<file path="src/rtl/dsd_pkg.sv">
package dsd_pkg;

    localparam int CMD_W = 3;

    typedef enum logic [CMD_W-1:0] {
        OP_NONE = 3'd0,
        OP_ACT  = 3'd1,
        OP_RD   = 3'd2,
        OP_WR   = 3'd3,
        OP_REF  = 3'd4
    } cmd_op_e;

    typedef enum logic [1:0] {
        ST_IDLE,
        ST_OPEN,
        ST_REF
    } cyc_state_e;

    // Sampled strobe levels, all active low.
    typedef struct packed {
        logic ras_n;
        logic cas_n;
        logic we_n;
        logic oe_n;
    } strobe_t;

    localparam int STROBE_W = $bits(strobe_t);

    typedef struct packed {
        logic ras_fall;
        logic ras_rise;
        logic cas_fall;
        logic cas_rise;
        logic we_fall;
    } edges_t;

    function automatic logic fell(input logic prev, input logic cur);
        return prev & ~cur;
    endfunction

endpackage

</file>
<file path="src/rtl/dsd_sync.sv">
module dsd_sync #(
    parameter int          W       = 1,
    parameter int          STAGES  = 2,
    parameter logic [W-1:0] RST_VAL = '0
) (
    input  logic         clk,
    input  logic         rst,
    input  logic [W-1:0] d,
    output logic [W-1:0] q
);
    logic [W-1:0] chain [STAGES];

    for (genvar gi = 0; gi < STAGES; gi++) begin : g_stage
        always_ff @(posedge clk) begin
            if (rst)
                chain[gi] <= RST_VAL;
            else if (gi == 0)
                chain[gi] <= d;
            else
                chain[gi] <= chain[(gi == 0) ? 0 : gi-1];
        end
    end

    assign q = chain[STAGES-1];
endmodule

</file>
<file path="src/rtl/dsd_edges.sv">
module dsd_edges
    import dsd_pkg::*;
(
    input  logic    clk,
    input  logic    rst,
    input  strobe_t cur,
    output edges_t  edg
);
    strobe_t prev_q;

    always_ff @(posedge clk) begin
        if (rst)
            prev_q <= '1;
        else
            prev_q <= cur;
    end

    always_comb begin
        edg.ras_fall = fell(prev_q.ras_n, cur.ras_n);
        edg.ras_rise = fell(cur.ras_n, prev_q.ras_n);
        edg.cas_fall = fell(prev_q.cas_n, cur.cas_n);
        edg.cas_rise = fell(cur.cas_n, prev_q.cas_n);
        edg.we_fall  = fell(prev_q.we_n, cur.we_n);
    end
endmodule

</file>
<file path="src/rtl/dsd_refcnt.sv">
module dsd_refcnt #(
    parameter int W = 9
) (
    input  logic         clk,
    input  logic         rst,
    input  logic         step,
    output logic [W-1:0] cnt
);
    always_ff @(posedge clk) begin
        if (rst)
            cnt <= '0;
        else if (step)
            cnt <= cnt + W'(1);
    end
endmodule

</file>
<file path="src/rtl/dram_strobe_decoder.sv">
module dram_strobe_decoder
    import dsd_pkg::*;
#(
    parameter int ADDR_W      = 9,
    parameter int SYNC_STAGES = 2
) (
    input  logic              clk,
    input  logic              rst,
    input  logic              ras_n,
    input  logic              cas_n,
    input  logic              we_n,
    input  logic              oe_n,
    input  logic [ADDR_W-1:0] addr,
    output logic              cmd_valid,
    output logic [CMD_W-1:0]  cmd_op,
    output logic [ADDR_W-1:0] cmd_row,
    output logic [ADDR_W-1:0] cmd_col,
    output logic              cmd_late,
    output logic              dq_oe
);
    localparam int REF_W = ADDR_W;

    typedef struct packed {
        cmd_op_e           op;
        logic [ADDR_W-1:0] row;
        logic [ADDR_W-1:0] col;
        logic              late;
    } cmd_t;

    logic [STROBE_W-1:0] s_vec;
    logic [ADDR_W-1:0]   a_s;
    strobe_t             s;
    edges_t              e;

    dsd_sync #(.W(STROBE_W), .STAGES(SYNC_STAGES), .RST_VAL('1)) u_ssync (
        .clk(clk), .rst(rst), .d({ras_n, cas_n, we_n, oe_n}), .q(s_vec)
    );
    // Address rides the same delay so it lines up with the strobes.
    dsd_sync #(.W(ADDR_W), .STAGES(SYNC_STAGES), .RST_VAL('0)) u_async (
        .clk(clk), .rst(rst), .d(addr), .q(a_s)
    );

    assign s = strobe_t'(s_vec);

    dsd_edges u_edges (.clk(clk), .rst(rst), .cur(s), .edg(e));

    cyc_state_e        state_q;
    logic              armed_q;
    logic              rd_open_q;
    logic              wr_hiz_q;
    logic [ADDR_W-1:0] row_q;
    logic [ADDR_W-1:0] col_q;
    logic [REF_W-1:0]  ref_cnt;
    logic              ref_step;
    logic              go_ref;
    cmd_t              cmd_q;
    logic              cmd_v_q;

    // Refresh: column strobe fell earlier and is still low now.
    assign go_ref   = (state_q == ST_IDLE) && e.ras_fall && armed_q && !s.cas_n;
    assign ref_step = go_ref;

    dsd_refcnt #(.W(REF_W)) u_refcnt (
        .clk(clk), .rst(rst), .step(ref_step), .cnt(ref_cnt)
    );

    always_ff @(posedge clk) begin
        if (rst) begin
            state_q   <= ST_IDLE;
            armed_q   <= 1'b0;
            rd_open_q <= 1'b0;
            wr_hiz_q  <= 1'b0;
            row_q     <= '0;
            col_q     <= '0;
            cmd_q     <= '0;
            cmd_v_q   <= 1'b0;
        end else begin
            cmd_v_q <= 1'b0;
            unique case (state_q)
                ST_IDLE: begin
                    if (e.ras_fall) begin
                        armed_q <= 1'b0;
                        cmd_v_q <= 1'b1;
                        if (go_ref) begin
                            state_q <= ST_REF;
                            cmd_q   <= '{op: OP_REF, row: ref_cnt, col: '0, late: 1'b0};
                        end else begin
                            state_q <= ST_OPEN;
                            row_q   <= a_s;
                            cmd_q   <= '{op: OP_ACT, row: a_s, col: '0, late: 1'b0};
                        end
                    end else if (e.cas_fall) begin
                        armed_q <= 1'b1;
                    end else if (e.cas_rise) begin
                        armed_q <= 1'b0;
                    end
                end
                ST_OPEN: begin
                    if (e.ras_rise) begin
                        state_q   <= ST_IDLE;
                        rd_open_q <= 1'b0;
                        wr_hiz_q  <= 1'b0;
                    end else if (e.cas_fall) begin
                        col_q   <= a_s;
                        cmd_v_q <= 1'b1;
                        if (!s.we_n) begin
                            cmd_q     <= '{op: OP_WR, row: row_q, col: a_s, late: 1'b0};
                            wr_hiz_q  <= 1'b1;
                            rd_open_q <= 1'b0;
                        end else begin
                            cmd_q     <= '{op: OP_RD, row: row_q, col: a_s, late: 1'b0};
                            wr_hiz_q  <= 1'b0;
                            rd_open_q <= 1'b1;
                        end
                    end else if (e.cas_rise) begin
                        rd_open_q <= 1'b0;
                        wr_hiz_q  <= 1'b0;
                    end else if (e.we_fall && rd_open_q && !s.cas_n) begin
                        cmd_v_q   <= 1'b1;
                        cmd_q     <= '{op: OP_WR, row: row_q, col: col_q, late: 1'b1};
                        rd_open_q <= 1'b0;
                    end
                end
                ST_REF: begin
                    if (e.ras_rise)
                        state_q <= ST_IDLE;
                end
                default: state_q <= ST_IDLE;
            endcase
        end
    end

    assign dq_oe     = (state_q == ST_OPEN) && rd_open_q && !s.cas_n && !s.oe_n && s.we_n;
    assign cmd_valid = cmd_v_q;
    assign cmd_op    = cmd_q.op;
    assign cmd_row   = cmd_q.row;
    assign cmd_col   = cmd_q.col;
    assign cmd_late  = cmd_q.late;
endmodule

</file>
<file path="config.mk">
export PLATFORM = sky130hd
export DESIGN_NAME = dram_strobe_decoder
export DESIGN_NICKNAME = d
export VERILOG_FILES = /design/src/rtl/dsd_pkg.sv /design/src/rtl/dsd_sync.sv /design/src/rtl/dsd_edges.sv /design/src/rtl/dsd_refcnt.sv /design/src/rtl/dram_strobe_decoder.sv
export SDC_FILE = /design/constraint.sdc
export NUM_CORES = 1
export LEC_CHECK = 0
export CORE_AREA = 2 2 88 90
export DETAILED_ROUTE_END_ITERATION = 12
export DIE_AREA = 0 0 90 92
export PLACE_DENSITY = 0.74
export SYNTH_ARGS = -nofsm -noshare
export SYNTH_HDL_FRONTEND = slang
export SYNTH_SLANG_ARGS = --single-unit
export TNS_END_PERCENT = 10
</file>
<file path="constraint.sdc">
create_clock -name clk -period 1.8 [get_ports clk]
set_clock_uncertainty 0.1 [all_clocks]
set_input_delay 0.18 -clock clk [delete_from_list [all_inputs] [get_ports clk]]
set_output_delay 0.18 -clock clk [all_outputs]
set_load 0.02 [all_outputs]
</file>
==> metrics.md <==
| Metric | Value |
|---|---|
| Final wirelength | `8.176 mm` |
| Post-synth top cells | `83 x dfxtp_1, 47 x nand2_1, 24 x nor2b_1, 23 x a21oi_1` |
| Met1 wire length | `3.682 mm` |
| Layout Nets | `460` |
| Number of synthesized flops with an enable pin | `0` |
| Critical path peak fanout | `10` |
| Avg Cell Area, Syn | `9.395 sq um` |
| Initial antenna violation count | `0` |
| DRT Pass-1 Iters | `4` |
| Register bit total from synthesis | `between 80 and 90` |
| Critical Setup Path Class | `reg2reg` |
| CTS tree | `built` |
| # rows | `32` |
| Setup ws final | `54.40 ps` |
| Vias in the first global route | `2782` |
| Setup TNS | `0 ps` |
| Cells on worst reg2reg path | `6` |
| Hold buffer count at CTS | `0` |
| Yosys warns | `0` |
| Non-filler cells, final | `approximately 550` |
| CTS max path bufs | `2` |
| Inst Count DP | `roughly 530` |
| Maximum vdd drop | `between 0.0004 and 0.0005 V` |
| Crit path max-delay family | `simple AND/OR/NAND/NOR gates` |
| Critical path depth in cells | `6` |
| Yosys top cell area share | `46.18%` |
| Max-cap violations | `0` |
| Routed Antenna Nets | `0` |
| IO buf count | `38` |
| Core ar. | `7447 sq um` |
| HP Class | `in2reg` |
| # H-tree levels | `3` |
| RSZ-0062 raised after global routing | `true` |
| Clk slew on worst S/H paths | `about 90 ps` |
| Max Freq | `~570 MHz` |
| Highest metal used | `met4` |
| Tmin final | `1746 ps` |
| Place WS | `-152.8 ps` |
| Hold EP | `rd_open_q$_SDFFE_PP0P_` |
| Worst path cell trace | `inv_1 -> ha_1 -> nand2b_4 -> or3_4 -> a41oi_1 -> o21ai_1` |
| Final-report setup violation count | `0` |
| Slew @ Worst Pin | `441.0 ps` |
| Hold depth | `2` |
| Largest net degree at the start of global routing | `32` |
| Placer congestion estimate | `0.8775` |
| Worst setup EP type | `flip-flop` |
| CP arrival | `1900 ps` |
| Slew headroom | `70.18%` |
| DRC | `0` |
| I/O Pins | `39` |
| HPWL after DPL | `roughly 5.8 mm` |
| Share of layout cells above drive strength 1 | `about a quarter` |
| Post-synth cell types | `47` |
| Antenna fix cells | `0` |
| Total gr overflow | `0` |
| Wire per inst | `14.95 microns` |
| Power, Total | `3.504 mW` |
| PwrDens | `around 770 nW/um^2` |
| Met3 Routed Length | `309 microns` |
| Sequential area share after synthesis | `46.18%` |
| Die W | `around 90 microns` |
| Inserted Clock Buffers | `9` |
| Clock insertion delay at the later pin of the skew report | `between 300 and 400 ps` |
| Crit Reg-Reg Startpoint | `u_edges.prev_q[2]$_SDFF_PP1_` |
| Hold Fails Final Rpt | `0` |
| Terminus of the critical flop-to-flop path | `cmd_row[1]$_SDFFE_PP0P_` |
| Cell taking the most area after synthesis | `dfxtp_1` |
| Gr usage total | `between 15 and 20%` |
| Vias | `2922` |
| Global-route wire length before repair | `13.14 mm` |
| Hold_sp | `rst` |
| Vias per Instance | `around 5.3` |
| Syn_nets | `403` |
| Die Ht | `92 microns` |
| Clk root buf | `clkbuf_8` |
| Worst R2R Setup Slack | `50 ps` |
| Lkg Pwr | `1.697 nW` |
| Area contributors post-synth | `dfxtp_1 46%, mux2i_1 5.3%, nand2_1 4.9%, nor2b_1 4.2%, a21oi_1 3.2%` |
| Most used flip-flop cell after synthesis | `dfxtp_1` |
| Mapped cell area | `around 3600 sq um` |
| DRT iter0 DRCs | `148` |
| Async SR Flop Fraction | `0%` |
| Syn Inst Count | `383` |
| Crit-path slowest cell | `or3_4` |
| Period utilization | `96.98%` |
| Buffers & Inverters on Critical Path | `1` |
| Starting Density | `48.32%` |
| Met2 WL | `between 4 and 5 mm` |
| CP Launch Type | `flip-flop` |
| Synth-to-Final Area Change | `27.16%` |
| Worst Path Required | `1950 ps` |
| Hold_ws | `100.5 ps` |
| Largest stage delay on the critical path | `roughly 460 ps` |
| Status | `completed` |
| Die ar. | `8280 sq um` |
| Clock sinks | `83` |
| Most common cell in the netlist | `dfxtp_1` |
| Max-slew violations | `0` |
==> cell usage in the layout, fill, tap and decap left out, types with 8 or more instances in the layout <==
cell,synthesis,final
a21oi_1,23,19
a31o_2,9,9
buf_4,0,32
clkbuf_8,0,10
clkdlybuf4s50_1,0,36
dfxtp_1,83,80
mux2_2,10,10
mux2i_1,19,19
nand2_1,47,47
nand2b_1,14,13
nor2_1,19,18
nor2b_1,24,23
nor4b_1,9,9
o2111ai_1,9,8
o21ai_1,9,9
or2_2,10,10
==> metal layers <==
layer  global-route usage, %  up-vias
met1                   24.95     1385
met4                   7.821        0
li1                        -     1459
met2                   33.77       65
met3                   4.273       13
met5                       0        -
==> logic make-up (layout without fill, tap and decap cells) <==
family                     after synthesis  count (layout)  synth area share (%)
AOI/OAI and AO/OA                       78              78                 15.47
xor gates and xnor gates                 5               5                 1.217
adders and majority gates                5               5                 1.739
buffers and inverters                   37              99                 4.833
DFF                                     83              83                 46.18
muxes                                   29              29                 8.414
and+or+nand+nor                        146             146                 22.15
==> registers in the layout, summed over array words and instances (netlist names), 2 cells and up <==
name            flops
col_q               9
cmd_col             9
u_edges.prev_q      3
cmd_row             9
cmd_op              3
u_refcnt.cnt        9
u_ssync.chain       8
row_q               9
state_q             2
u_async.chain      18
==> final cells by class <==
class / count / area [sq um]
multi-input cells: 263 / 1881
flip-flops and latches: 83 / 1665
repair buffers: 76 / 690.7
fillers: 637 / 2872
inverters: 7 / 26.28
clock buffers: 10 / 137.6
clock inverters: 6 / 47.55
well taps: 102 / 127.6
==> where the power goes <==
part / switching [mW] / internal [mW]
combinational: 0.166 / 0.161
clock: 0.718 / 0.554
sequential: 0.0289 / 1.88
==> what timing repair did <==
item,4_1_cts,5_1_grt
gates cloned,0,2
setup endpoints to repair,27,39
pin swaps,0,5
buffers inserted,0,1
gates resized for setup,12,26
==> worst max-delay path by stage <==
stage,startpoint,end,slack [ps]
finish,u_edges.prev_q[2]$_SDFF_PP1_,cmd_row[1]$_SDFFE_PP0P_,50
global route,state_q[1]$_SDFFE_PP0P_,cmd_col[1]$_SDFFE_PP0P_,-30
CTS,state_q[1]$_SDFFE_PP0P_,u_refcnt.cnt[8]$_SDFFE_PP0P_,-20
detailed placement,state_q[1]$_SDFFE_PP0P_,cmd_row[4]$_SDFFE_PP0P_,-150
global placement,state_q[1]$_SDFFE_PP0P_,cmd_row[3]$_SDFFE_PP0P_,-70
floorplan,u_ssync.chain[1][2]$_SDFF_PP1_,cmd_op[1]$_SDFFE_PP0P_,30
==> through the flow <==
step	area, sq um	util [%]
after floorplan	3598	-
after global placement	4229	56.79
after detailed placement	4229	56.79
after CTS	4447	59.71
after global routing	4576	61.44
final	4576	61.44
(Power assumes the default switching activity.)
